<file path="src/rtl/trim_pkg.sv">
package trim_pkg;
  typedef enum logic [1:0] {
    TRIM_OFFSET = 2'd0,
    TRIM_GAIN   = 2'd1,
    TRIM_REF    = 2'd2,
    TRIM_NONE   = 2'd3
  } trim_kind_e;
endpackage

</file>
<file path="src/rtl/trim_serial_if.sv">
// Serial front end: clock edge detect, frame shift register, load decode.
module trim_serial_if #(
  parameter int CFGW     = 16,
  parameter int CW       = 8,
  parameter int AW       = 3,
  parameter int NCHIP    = 3,
  parameter int LD_LSB   = 14,
  localparam int FRAME   = AW + CW,
  localparam int SELW    = $clog2(NCHIP + 1)
) (
  input  logic             clk,
  input  logic             rst_n,
  input  logic             cfg_we,
  input  logic [CFGW-1:0]  cfg_wdata,
  output logic [FRAME-1:0] shift_q,
  output logic             sclk_q,
  output logic [NCHIP-1:0] ld_stb,
  output logic [AW-1:0]    ld_addr,
  output logic [CW-1:0]    ld_val
);
  localparam int SDAT_BIT = 0;
  localparam int SCLK_BIT = 1;

  logic             rise;
  logic [FRAME-1:0] shift_d;
  logic             sclk_d;
  logic [SELW-1:0]  sel;
  logic             unused_bits;

  assign unused_bits = ^cfg_wdata[LD_LSB-1:SCLK_BIT+1];

  // next state
  always_comb begin
    rise    = cfg_wdata[SCLK_BIT] & ~sclk_q;
    shift_d = shift_q;
    if (rise) shift_d = {shift_q[FRAME-2:0], cfg_wdata[SDAT_BIT]};
    sclk_d  = cfg_wdata[SCLK_BIT];
  end

  // registers, enabled by the write strobe
  always_ff @(posedge clk or negedge rst_n) begin
    if (!rst_n) begin
      shift_q <= '0;
      sclk_q  <= 1'b0;
    end else if (cfg_we) begin
      shift_q <= shift_d;
      sclk_q  <= sclk_d;
    end
  end

  assign sel     = cfg_wdata[LD_LSB +: SELW];
  assign ld_addr = shift_q[FRAME-1:CW];
  assign ld_val  = shift_q[CW-1:0];

  for (genvar g = 0; g < NCHIP; g++) begin : g_stb
    assign ld_stb[g] = cfg_we && (sel == SELW'(g + 1));
  end
endmodule

</file>
<file path="src/rtl/trim_chip.sv">
// One trim converter: CH held codes, one written per load strobe.
module trim_chip #(
  parameter int           CH         = 8,
  parameter int           CW         = 8,
  parameter int           AW         = 3,
  parameter logic [CW-1:0] RESET_CODE = 8'h80
) (
  input  logic             clk,
  input  logic             rst_n,
  input  logic             ld,
  input  logic [AW-1:0]    addr,
  input  logic [CW-1:0]    val,
  output logic [CH*CW-1:0] codes
);
  for (genvar g = 0; g < CH; g++) begin : g_ch
    logic          hit;
    logic [CW-1:0] code_d;
    logic [CW-1:0] code_q;

    always_comb begin
      hit    = ld && (addr == AW'(g));
      code_d = val;
    end

    always_ff @(posedge clk or negedge rst_n) begin
      if (!rst_n)   code_q <= RESET_CODE;
      else if (hit) code_q <= code_d;
    end

    assign codes[g*CW +: CW] = code_q;
  end
endmodule

</file>
<file path="src/rtl/trim_chan_map.sv">
// Global calibration channel number decoder (combinational).
module trim_chan_map
  import trim_pkg::*;
#(
  parameter int NOUT   = 10,
  parameter int PAIRS0 = 6,
  parameter int IDXW   = 5,
  parameter int AW     = 3,
  parameter int CHIPW  = 2,
  parameter int SELW   = 2,
  parameter int OUTW   = 4
) (
  input  logic [IDXW-1:0]  cal_idx,
  output logic             map_valid,
  output logic [CHIPW-1:0] map_chip,
  output logic [AW-1:0]    map_local,
  output logic [SELW-1:0]  map_load,
  output logic [1:0]       map_kind,
  output logic [OUTW-1:0]  map_out
);
  localparam int NVALID  = 2 * NOUT + 1;
  localparam int REF_IDX = 2 * PAIRS0;

  trim_kind_e kind;
  int         idx;
  int         rel;

  assign map_chip  = CHIPW'(cal_idx >> AW);
  assign map_local = cal_idx[AW-1:0];
  assign map_load  = SELW'(cal_idx >> AW) + SELW'(1);

  always_comb begin
    idx       = int'(cal_idx);
    rel       = idx - REF_IDX - 1;
    kind      = TRIM_NONE;
    map_out   = '0;
    map_valid = 1'b0;
    if (idx < NVALID) begin
      map_valid = 1'b1;
      if (idx < REF_IDX) begin
        kind    = idx[0] ? TRIM_GAIN : TRIM_OFFSET;
        map_out = OUTW'(idx / 2);
      end else if (idx == REF_IDX) begin
        kind    = TRIM_REF;
      end else begin
        kind    = rel[0] ? TRIM_GAIN : TRIM_OFFSET;
        map_out = OUTW'(PAIRS0 + rel / 2);
      end
    end
  end

  assign map_kind = kind;
endmodule

</file>
<file path="src/rtl/cal_trim_array.sv">
// Top: serial front end, converter bank and channel decoder.
module cal_trim_array #(
  parameter int            NOUT       = 10,
  parameter int            NCHIP      = 3,
  parameter int            CH         = 8,
  parameter int            CW         = 8,
  parameter int            CFGW       = 16,
  parameter int            LD_LSB     = 14,
  parameter int            PAIRS0     = 6,
  parameter logic [7:0]    RESET_CODE = 8'h80,
  localparam int AW    = $clog2(CH),
  localparam int IDXW  = $clog2(NCHIP * CH),
  localparam int CHIPW = $clog2(NCHIP),
  localparam int SELW  = $clog2(NCHIP + 1),
  localparam int OUTW  = $clog2(NOUT),
  localparam int FRAME = AW + CW
) (
  input  logic                  clk,
  input  logic                  rst_n,
  input  logic                  cfg_we,
  input  logic [CFGW-1:0]       cfg_wdata,
  output logic [NCHIP*CH*CW-1:0] codes_o,
  input  logic [IDXW-1:0]       cal_idx,
  output logic                  map_valid,
  output logic [CHIPW-1:0]      map_chip,
  output logic [AW-1:0]         map_local,
  output logic [SELW-1:0]       map_load,
  output logic [1:0]            map_kind,
  output logic [OUTW-1:0]       map_out
);
  logic             rst_meta;
  logic             rst_sync_n;
  logic [FRAME-1:0] shift_q;
  logic             sclk_q;
  logic [NCHIP-1:0] ld_stb;
  logic [AW-1:0]    ld_addr;
  logic [CW-1:0]    ld_val;

  // asynchronous assertion, synchronous release
  always_ff @(posedge clk or negedge rst_n) begin
    if (!rst_n) begin
      rst_meta   <= 1'b0;
      rst_sync_n <= 1'b0;
    end else begin
      rst_meta   <= 1'b1;
      rst_sync_n <= rst_meta;
    end
  end

  trim_serial_if #(
    .CFGW(CFGW), .CW(CW), .AW(AW), .NCHIP(NCHIP), .LD_LSB(LD_LSB)
  ) u_serial (
    .clk(clk), .rst_n(rst_sync_n), .cfg_we(cfg_we), .cfg_wdata(cfg_wdata),
    .shift_q(shift_q), .sclk_q(sclk_q), .ld_stb(ld_stb),
    .ld_addr(ld_addr), .ld_val(ld_val)
  );

  for (genvar c = 0; c < NCHIP; c++) begin : g_chip
    trim_chip #(
      .CH(CH), .CW(CW), .AW(AW), .RESET_CODE(RESET_CODE[CW-1:0])
    ) u_chip (
      .clk(clk), .rst_n(rst_sync_n), .ld(ld_stb[c]), .addr(ld_addr),
      .val(ld_val), .codes(codes_o[c*CH*CW +: CH*CW])
    );
  end

  trim_chan_map #(
    .NOUT(NOUT), .PAIRS0(PAIRS0), .IDXW(IDXW), .AW(AW),
    .CHIPW(CHIPW), .SELW(SELW), .OUTW(OUTW)
  ) u_map (
    .cal_idx(cal_idx), .map_valid(map_valid), .map_chip(map_chip),
    .map_local(map_local), .map_load(map_load), .map_kind(map_kind),
    .map_out(map_out)
  );
endmodule

</file>
<file path="config.mk">
export PLATFORM = sky130hd
export DESIGN_NAME = cal_trim_array
export DESIGN_NICKNAME = d
export VERILOG_FILES = /design/src/rtl/trim_pkg.sv /design/src/rtl/trim_serial_if.sv /design/src/rtl/trim_chip.sv /design/src/rtl/trim_chan_map.sv /design/src/rtl/cal_trim_array.sv
export SDC_FILE = /design/constraint.sdc
export NUM_CORES = 1
export LEC_CHECK = 0
export BUFFER_PORTS_ARGS = -buffer_cell sky130_fd_sc_hd__buf_2
export CORE_ASPECT_RATIO = 0.8
export CORE_MARGIN = 3
export CORE_UTILIZATION = 47
export CTS_CLUSTER_DIAMETER = 80
export DETAILED_ROUTE_END_ITERATION = 16
export PLACE_DENSITY = 0.79
export SLEW_MARGIN = 10
export SYNTH_ARGS = -nofsm -noshare
export SYNTH_HDL_FRONTEND = slang
export SYNTH_HIERARCHICAL = 1
export SYNTH_SLANG_ARGS = --single-unit
</file>
<file path="constraint.sdc">
create_clock -name clk -period 5.6 [get_ports clk]
set_input_delay 0.28 -clock clk [delete_from_list [all_inputs] [get_ports clk]]
set_output_delay 0.28 -clock clk [all_outputs]
set_load 0.05 [all_outputs]
</file>
==> results.txt <==
----------------------------------------------------
[Logic synthesis]
  Count of warnings emitted by yosys ... 6
  Mean post-synth cell area ... 16.09 µm²
  Net count after synthesis ... 556
  Synth Instances ... between 500 and 600
  Summed instance area of the synthesized netlist ... 8398 µm²

[Global route]
  Wire length of the first global-routing pass ... 32.49 mm
  Via count of the first global-routing pass ... ~5600
  Global-route total usage across every layer ... 0.2086
  Pin count of the biggest net entering global routing ... between 100 and 150
  Total congestion overflow ... 0
  Antenna violations before repair ... 2

[CTS]
  Max H-tree Level ... 1
  CTS Root Cell ... clkbuf_16
  # resized after CTS ... 0
  Number of buffers inserted during clock tree synthesis ... 21
  Count of buffers added by post-CTS timing repair for setup ... 0
  Max Root-Sink Buffers ... 3
  TritonCTS clock tree ... built
  Clk slew on worst S/H paths ... 60 ps
  # clock sinks ... 206
  Clock latency on the worst-skew pair ... 490 ps

[Timing]
  Headroom to the max-slew limit ... 0.1687
  Slew at the pin closest to its max-slew limit ... approximately 1200 ps
  Max Freq ... roughly 330 MHz
  Final setup viols ... 0
  Max-slew violation count ... 0
  Accumulated negative setup slack ... 0 ps
  Setup repair after global routing missed its margin ... no
  Worst Hold Margin ... 48.66 ps
  PnR worst setup slack ... 2570 ps
  Tcrit/Tclk final ... 0.5412
  Layout Skew ... 18.62 ps
  Hold Vio Cnt, Final ... 0
  Final period demand of the worst path ... 3030 ps

[Final layout]
  Area growth from synthesis to final layout ... 23.58%
  Fraction of layout cells with a size suffix above 1 ... 0.6531
  Final nets ... 780
  Fillers ... 1363

[Floorplan]
  Overall die area ... 19520 µm²
  Initial core utilization ... 0.4818
  Die span in x ... 155.5 µm
  Number of cell rows ... 43
  Die height ... ~130 µm
  Number of ports placed on the die boundary ... 230
  Core footprint ... around 17000 µm²

[Place]
  Setup slack after placement ... 2655 ps
  Buffers on Ports ... 217
  RePlAce Congestion ... 0.8527
  Total half-perimeter wirelength after legalization and detailed placement ... approximately 13 mm

[Power]
  Sequential power share ... 0.450
  Standby leakage power ... 0.005698 µW
  PD cells ... between 400 and 500 nW/µm²
  Combinational power share ... 0.260
  Psw ... 1871 µW
  Proportion of total power due to net switching ... 0.3917
  Share of power burned in the clock network ... 0.291
  Worst IR drop on VDD ... 0.2835 mV
  Internal power of the cells ... a little under 3000 µW

[Routing]
  First-pass detailed-route iteration total ... 4
  Vias/cell ... about 5.3
  Total via count after detailed routing ... roughly 5300
  Residual DRC ... 0
  Antenna Violating Nets Remaining ... 0
  Number of DRC violations after detailed-routing iteration 0 ... 188
  Average wire length per cell after detail routing ... 20.87 µm
  Routed wire length ... 20.60 mm

[Worst setup path]
  Slowest stage cell, crit path ... a2111oi_2
  Delay contributed by the slowest stage of the critical path ... around 470 ps
  Category of cells accounting for the largest share of critical-path delay ... adder cells
  Sum of buffers and inverters on the critical path ... 3
  Crit path cell chain ... buf_2 > ha_1 > inv_1 > ha_1 > nor4bb_1 > a2111oi_2 > or3b_1 > mux2i_1 > a31o_1 > buf_2
  Largest driver fanout on the critical path ... 9
  Type of the worst setup path ... input pin to output port
  Crit path capture type ... output port
  Critical path launch point type ... input pin
  Required time reported for the critical path endpoint ... 5320 ps
  Data arrival time of the critical path ... 2750 ps

[Run]
  Reported max-cap violation count ... 0

[Run status]
  Result of the run ... completed

[Min path]
  Hold Crit Class ... input pin to flop

----------------------------------------------------
==> cells in the final DEF, fill, tap and decap left out, types with 9 or more instances in the layout <==
cell type	count
dfrtp_1	181
mux2_2	194
nor4bb_1	10
ha_1	10
buf_2	217
clkbuf_16	21
buf_4	9
mux2_4	10
nand4b_1	9
dfstp_2	24
==> worst register-to-register path: stages (launching register included) <==
cell     delay (ps)
dfrtp_1        1110
nand4_1         670
mux2_2          480
==> routing by layer <==
metal | global-route usage | routed length [µm]
met1 | 0.2797 | 8883
met2 | 0.3435 | 9806
met3 | 0.06159 | 1573
met4 | 0.03757 | 320
met5 | 0 | 13
==> power groups by stage <==
stage | Clock [µW] | Sequential, µW | Combinational (µW)
finish | 1390 | 2150 | 1240
CTS | 1420 | 2150 | 1250
floorplan | 0 | 2560 | 420
detailed placement | 0 | 2180 | 1250
global placement | 0 | 2150 | 1220
global route | 1480 | 2190 | 1290
==> path summary, 6_finish.rpt <==
kind / from / cells after the start / to / slack [ps]
worst max-delay path: cal_idx[2] / 10 / map_out[3] / 2570
worst min-delay path: cfg_wdata[1] / 2 / u_serial/sclk_q$_DFFE_PN0P_ / 50
worst max register to register: u_serial/shift_q[8]$_DFFE_PN0P_ / 2 / g_chip[0].u_chip/g_ch[7].code_q[4]$_DFFE_PN0P_ / 3240
worst min register to register: rst_meta$_DFF_PN0_ / 0 / rst_sync_n$_DFF_PN0_ / 350
max in group asynchronous: rst_sync_n$_DFF_PN0_ / 1 / g_chip[2].u_chip/g_ch[2].code_q[2]$_DFFE_PN0P_ / 3860
min in group asynchronous: rst_n / 2 / rst_sync_n$_DFF_PN0_ / 100
==> layout make-up <==
class	instances	area [µm²]	share of cell area
inverter	8	30.03	0.002893
multi-input combinational	280	2995	0.2886
clock inverter	8	97.59	0.009403
sequential	206	5189	0.4999
timing repair buffer	229	1194	0.1150
clock buffer	30	589.3	0.05678
antenna	1	2.502	0.0002411
tap	225	281.5	0.02712
==> sequential cells by signal, indices dropped and copies added (netlist names) <==
| register | cells |
|---|---|
| g_chip.u_chip/g_ch.code_q | 192 |
| u_serial/shift_q | 11 |
| u_serial/sclk_q | 1 |
| rst_sync_n | 1 |
| rst_meta | 1 |
==> stage by stage <==
stage	instances	total power (µW)	area [µm²]	util
floorplan	522	2975	8399	-
global placement	946	3372	9669	0.5547
detailed placement	946	3422	9669	0.5547
CTS	986	4825	10380	0.5952
global route	987	4971	10380	0.5954
finish	987	4776	10380	0.5954
==> what timing repair did <==
| action | CTS | global route |
|---|---|---|
| endpoints found under the setup margin | 0 | 0 |
| hold buffers | 2 | 0 |
| hold endpoints to repair | 3 | 0 |
Note: power is estimated with default switching activity, not from simulation.
